### src/rtl/synth_cfg_pkg.sv
package synth_cfg_pkg;
  typedef struct packed {
    logic shiftEn;
    logic serCommit;
    logic parCommit;
  } cfgStrobe_t;
endpackage

### src/rtl/synth_cfg_ctrl.sv
module synth_cfg_ctrl
  import synth_cfg_pkg::*;
(
  input  logic       clk,
  input  logic       rstN,
  input  logic       serClk,
  input  logic       serLoad,
  input  logic       parLoad,
  output cfgStrobe_t stb
);
  logic serClkQ, serLoadQ, parLoadQ;
  logic serClkRise, serLoadFall, parLoadRise;

  always_ff @(posedge clk or negedge rstN) begin
    if (!rstN) begin
      serClkQ  <= 1'b0;
      serLoadQ <= 1'b0;
      parLoadQ <= 1'b1;
    end else begin
      serClkQ  <= serClk;
      serLoadQ <= serLoad;
      parLoadQ <= parLoad;
    end
  end

  always_comb begin
    serClkRise    = serClk & ~serClkQ;
    serLoadFall   = ~serLoad & serLoadQ;
    parLoadRise   = parLoad & ~parLoadQ;
    stb.shiftEn   = serClkRise;
    // parallel path is transparent while low and freezes on the rise
    stb.parCommit = ~parLoad | parLoadRise;
    stb.serCommit = serLoadFall & ~stb.parCommit;
  end
endmodule

### src/rtl/synth_cfg_dp.sv
module synth_cfg_dp
  import synth_cfg_pkg::*;
#(
  parameter int M_W   = 9,
  parameter int N_W   = 2,
  parameter int T_W   = 3,
  parameter int M_MIN = 100,
  parameter int M_MAX = 400
)(
  input  logic                 clk,
  input  logic                 rstN,
  input  cfgStrobe_t           stb,
  input  logic                 serData,
  input  logic [M_W-1:0]       parM,
  input  logic [N_W-1:0]       parN,
  output logic [M_W-1:0]       mOut,
  output logic [N_W-1:0]       nOut,
  output logic [T_W-1:0]       tOut,
  output logic [(1<<N_W)-1:0]  divSel,
  output logic                 outOfRange
);
  localparam int SR_W  = T_W + N_W + M_W;
  localparam int DIV_W = 1 << N_W;
  localparam int N_LO  = M_W;
  localparam int T_LO  = M_W + N_W;

  logic [SR_W-1:0] shiftReg;
  logic [M_W-1:0]  mReg;
  logic [N_W-1:0]  nReg;
  logic [T_W-1:0]  tReg;

  always_ff @(posedge clk or negedge rstN) begin
    if (!rstN) shiftReg <= '0;
    else if (stb.shiftEn) shiftReg <= {shiftReg[SR_W-2:0], serData};
  end

  always_ff @(posedge clk or negedge rstN) begin
    if (!rstN) begin
      mReg <= '1;
      nReg <= '1;
      tReg <= '0;
    end else if (stb.parCommit) begin
      mReg <= parM;
      nReg <= parN;
    end else if (stb.serCommit) begin
      mReg <= shiftReg[M_W-1:0];
      nReg <= shiftReg[N_LO +: N_W];
      tReg <= shiftReg[T_LO +: T_W];
    end
  end

  for (genvar g = 0; g < DIV_W; g++) begin : g_div
    assign divSel[g] = (nReg == N_W'(g));
  end

  always_comb begin
    outOfRange = (int'(mReg) < M_MIN) || (int'(mReg) > M_MAX);
    mOut = mReg;
    nOut = nReg;
    tOut = tReg;
  end
endmodule

### src/rtl/synth_cfg_reg.sv
module synth_cfg_reg
  import synth_cfg_pkg::*;
#(
  parameter int M_W   = 9,
  parameter int N_W   = 2,
  parameter int T_W   = 3,
  parameter int M_MIN = 100,
  parameter int M_MAX = 400
)(
  input  logic                clk,
  input  logic                rstN,
  input  logic                serClk,
  input  logic                serData,
  input  logic                serLoad,
  input  logic                parLoad,
  input  logic [M_W-1:0]      parM,
  input  logic [N_W-1:0]      parN,
  output logic [M_W-1:0]      mOut,
  output logic [N_W-1:0]      nOut,
  output logic [T_W-1:0]      tOut,
  output logic [(1<<N_W)-1:0] divSel,
  output logic                outOfRange
);
  cfgStrobe_t stb;

  synth_cfg_ctrl u_ctrl (
    .clk(clk), .rstN(rstN), .serClk(serClk), .serLoad(serLoad),
    .parLoad(parLoad), .stb(stb)
  );

  synth_cfg_dp #(
    .M_W(M_W), .N_W(N_W), .T_W(T_W), .M_MIN(M_MIN), .M_MAX(M_MAX)
  ) u_dp (
    .clk(clk), .rstN(rstN), .stb(stb), .serData(serData),
    .parM(parM), .parN(parN), .mOut(mOut), .nOut(nOut), .tOut(tOut),
    .divSel(divSel), .outOfRange(outOfRange)
  );
endmodule

### config.mk
export PLATFORM = sky130hd
export DESIGN_NAME = synth_cfg_reg
export DESIGN_NICKNAME = d
export VERILOG_FILES = /design/src/rtl/synth_cfg_pkg.sv /design/src/rtl/synth_cfg_ctrl.sv /design/src/rtl/synth_cfg_dp.sv /design/src/rtl/synth_cfg_reg.sv
export SDC_FILE = /design/constraint.sdc
export NUM_CORES = 1
export LEC_CHECK = 0
export CAP_MARGIN = 20
export CORE_MARGIN = 2
export CORE_UTILIZATION = 35
export DETAILED_ROUTE_END_ITERATION = 10
export HOLD_SLACK_MARGIN = 0.06
export PLACE_DENSITY_LB_ADDON = 0.3
export SKIP_LAST_GASP = 1
export SYNTH_ARGS = -nofsm -noshare
export SYNTH_HDL_FRONTEND = slang
export SYNTH_HIERARCHICAL = 1
export SYNTH_SLANG_ARGS = --single-unit
### constraint.sdc
create_clock -name clk -period 4 [get_ports clk]
set_clock_uncertainty 0.05 [all_clocks]
set_input_delay 1 -clock clk [delete_from_list [all_inputs] [get_ports clk]]
set_output_delay 1 -clock clk [all_outputs]
set_load 0.01 [all_outputs]
# After elaboration in Yosys (flattened, before gate mapping)
# Index checks and enable logic that the tools add are counted.
# W data, S select, Z words.
[word_totals] regBits=31 output_inout_bits=19 elab_cells=30
[classes] order_cmp=2 eq_ne=3 n_mux=4 bitwise=10 reduce_logical=4
[op_table] operator="$mux W9" count=2
[op_table] operator="$gt A9 B9 Y1 const B" count=1
[op_table] operator="$lt A9 B7 Y1 const B" count=1
[op_table] operator="$not A1 Y1" count=5
[op_table] operator="$and A1 B1 Y1" count=4
[op_table] operator="$eq A2 B2 Y1 const B" count=2
[op_table] operator="$mux W2" count=2
[op_table] operator="$eq A2 B1 Y1 const B" count=1
[op_table] operator="$logic_not A2 Y1" count=1
[op_table] operator="$reduce_and A2 Y1" count=1
[op_table] operator="$reduce_bool A2 Y1" count=1
[op_table] operator="$logic_or A1 B1 Y1" count=1
[op_table] operator="$or A1 B1 Y1" count=1

# Longest topological paths before layout
[logic_depth] word_depth=7 depth_mapped=4 depth_no_buf=3

# Cells and area by module
# Netlist, hierarchy kept.
[by_module_without_submodules] module="synth_cfg_dp" instances=1 cells_per_inst=93 area_each_um2=1232.4 seq_area_each_um2=714.4
[by_module_without_submodules] module="synth_cfg_ctrl" instances=1 cells_per_inst=7 area_each_um2=103.8 seq_area_each_um2=76.3

# Worst setup path after synthesis
# No wires, ideal clock.
[synth_path] path_kind="flip-flop to output port" startpoint="reg u_dp.mReg[3] (netlist: u_dp/mOut[3])" endpoint="out outOfRange" arrival_time_ns=0.992 required_ns=2.950 slack_ns=1.958 stages_incl_launch_ff=3 path_cell_list="dfstp_2 o311a_1 o32ai_2"
[synth_between] elab_chain_len=2
[synth_rtl] item="start, declared" line_no="synth_cfg_dp.sv:28" source="logic [M_W-1:0] mReg;"
[synth_rtl] item="start signal, assigned" line_no="synth_cfg_dp.sv:43" source="mReg <= parM;"
[synth_rtl] item="start signal, assigned" line_no="synth_cfg_dp.sv:46" source="mReg <= shiftReg[M_W-1:0];"
[synth_rtl] item="$lt A9 B7 Y1 or $gt A9 B9 Y1 (tied branches)" line_no="synth_cfg_dp.sv:57" source="outOfRange = (int'(mReg) < M_MIN) || (int'(mReg) > M_MAX);"
[synth_rtl] item="$logic_or A1 B1 Y1 *" line_no="synth_cfg_dp.sv:57"
[synth_rtl] item="end, declared" line_no="synth_cfg_reg.sv:22" source="output logic outOfRange"
# Every way passes the cells marked *; elsewhere a longest branch is shown, timed or not.

# Final worst setup path
# Same ends and word-level chain as after synthesis.

==> reports/results.txt <==
status = finished clean
Max Root-Sink Buffers = 2
GPL Wtd Cong = 0.781
CP Class = register to output port
Chip Height = 65.8 um
Tcrit/Tclk final = 71.1%
placed instance count = 182
CTS tree = yes
Post-CTS Resized = 0
slowest CP cell = clkdlybuf4s50_1
CP peak stage delay = 570 ps
Port Buf Inserts = 35
diode count = 0
worst slew pin tran = 736 ps
worst hold path type = register to register
Clock Sinks = 31
Row Count = 22
XOR/XNOR Fraction of Synth Area = 0%
first-pass GRT wire length = 4390 um
part of the power in combinational logic = 17.9%
layout cells sized above 1 = 30.8%
leakage power = 0.773 nW
CP arrival = 1800 ps
Startpoint Class = register
sequential fraction of the synthesis area = 59.2%
cell-internal power = 0.000711 W
Synth warnings = 6
number of antenna violations at the first check in global routing = 0
Syn Area/Cell = 13.4 sq um
post-CTS setup buffers = 0
Critical Path Sink Type = output port
CTS Root Cell = clkbuf_8
hold_buf cts = 0
largest net degree at the start of global routing = 27
Wirelength per Cell = 13.7 um
Synth Area in Compound Gates = 6.74%
nets@finish = 159
most frequent cells in the layout = 35 x clkdlybuf4s50_1, 19 x dfrtp_1, 17 x mux2_2, 12 x nand2_1, 12 x dfstp_2
Synth top area share = 35.6%
vias in the first global route = 920
core area = 3660 sq um
main combinational cell family by area after synthesis = multiplexers
synthesized area = 1340 sq um
clock network power share = 33.4%
max_slew headroom = 50.8%
Reg clk slew, reported paths = 60 ps
Synthesized Nets = 117
clk_lat worst skew = 280 ps
maximum clock frequency = 351 MHz
most common cell after layout, fill and taps aside = clkdlybuf4s50_1
Final Hold Viols = 0
simple-gate portion of the synthesized area = 8.52%
Netlist cell types = 21
Setup WS pre-CTS = 1210 ps
grt ovf = 0
CP cell instances = o311a_1, o32ai_2, clkdlybuf4s50_1
Layout Cells excl Fill = 191
Net Sw Frac = 24.2%
Initial Utilization = 36.5%
area leader, netlist = dfrtp_1
post-synthesis cell count = 100
Final WS setup = 1150 ps
antenna-violating nets left = 0
Post-Synth Adder-Cell Area = 0%
mux cell area share after synthesis = 22.6%
Fillers = 337
CP max FO = 4
endpoints failing setup = 0
Die Wd = 65.8 um
max cap viols = 0
register bit count reported by yosys = 31
Post-DP HPWL = 1890 um
Max IR drop VDD = 0.000408 V
drt drc = 0
area grow syn2layout = 40.6%
die area = 4330 sq um
drt first pass iters = 4
via count = 894
Inserted Clock Buffers = 5
fin util = 51.3%
Worst Path Required = 2950 ps
Initial DRC Count = 23
NetSw = 0.000226 W
fin. max-slew vios = 0
Final min period = 2850 ps
vias per cell = 4.68
synth top area cells = dfrtp_1 36%, dfstp_2 24%, mux2_2 14%, mux2i_1 8.2%, o21ai_1 3.7%
Flop pwr share = 48.6%
GRT Overall Usage = 14.2%
power per cell area = 499 nW/um^2
routed wire length = 2610 um
Setup TNS = 0 ps
IO Count = 36
unrepaired setup endpoints after global routing = false
htree depth = 2
[power groups by stage]
stage | Sequential (W) | Combinational, W | Clock [W]
3_3_place_gp | 0.000456 | 0.000164 | 0
4_1_cts | 0.000455 | 0.000169 | 0.000322
3_5_place_dp | 0.000461 | 0.000168 | 0
6_report | 0.000456 | 0.000168 | 0.000313
2_1_floorplan | 0.000447 | 0.0000949 | 0
5_1_grt | 0.000467 | 0.000183 | 0.000345
[cells by family (layout without fill, tap and decap cells)]
group | count (synthesis) | count (layout)
AO/OA/AOI/OAI | 14 | 14
buffers and inverters | 5 | 48
flip-flops | 31 | 31
multiplexers | 28 | 28
AND/OR/NAND/NOR | 22 | 22
[metrics by stage]
stage	cell area, sq um	hold WS, ps	total power, W
global route	1880	497	0.000995
CTS	1850	458	0.000946
detailed placement	1740	444	0.000629
finish	1880	454	0.000937
floorplan	1340	425	0.000542
global placement	1740	434	0.000620
[registers in the layout, summed over array words and instances, names as in the netlist]
register / cells
u_ctrl/parLoadQ: 1
u_ctrl/serClkQ: 1
u_ctrl/serLoadQ: 1
u_dp/mOut: 9
u_dp/nOut: 2
u_dp/shiftReg: 14
u_dp/tOut: 3
[synth_stat cells]
| master | count |
|---|---|
| buf_2 | 1 |
| o32ai_2 | 1 |
| clkbuf_2 | 1 |
| o21ai_0 | 1 |
| nor4_1 | 1 |
| and2_1 | 1 |
| o311ai_0 | 1 |
| and3_1 | 1 |
| buf_6 | 2 |
| nor2b_4 | 1 |
| and4b_1 | 1 |
| nand2_1 | 12 |
| dfrtp_1 | 19 |
| o311a_1 | 1 |
| o21ai_1 | 10 |
| dfstp_2 | 12 |
| mux2_2 | 17 |
| nor2_1 | 2 |
| nor2b_1 | 3 |
| mux2i_1 | 11 |
| buf_4 | 1 |
[cell type report]
cell class / instances / area [sq um] / share of cell area (%)
Clock inverter: 2 / 35.0 / 1.86
Multi-Input combinational cell: 64 / 505 / 26.9
Timing Repair Buffer: 40 / 405 / 21.6
Sequential cell: 31 / 791 / 42.1
Tap cell: 48 / 60.1 / 3.20
Clock buffer: 6 / 82.6 / 4.39
[final timing paths]
path / endpoint / slack (ps) / from / cells past startpoint
min: u_dp/shiftReg[13] / 450 / u_dp/shiftReg[13] / 1
max: outOfRange / 1150 / u_dp/mOut[3] / 3
min reg2reg: u_dp/shiftReg[13] / 450 / u_dp/shiftReg[13] / 1
max reg2reg: u_dp/tOut[0] / 2230 / u_ctrl/parLoadQ / 3
min in group asynchronous: u_ctrl/serClkQ / 900 / rstN / 1
max in group asynchronous: u_dp/mOut[8] / 2360 / rstN / 3
[layer usage]
metal / part of all wire, % / vias up / track usage (%)
li1: - / 437 / -
met1: 44 / 433 / 16.7
met2: 50 / 22 / 22.2
met3: 4.9 / 2 / 5.62
met4: 1.6 / 0 / 7.81
met5: 0 / - / 0
[critical path, delay by kind of cell (launching register included)]
kind,cells,cell delay (ps)
DFF,1,390
AOI/OAI and AO/OA,2,570
buffers and inverters,1,570
Note: power is estimated with default switching activity, not from simulation.
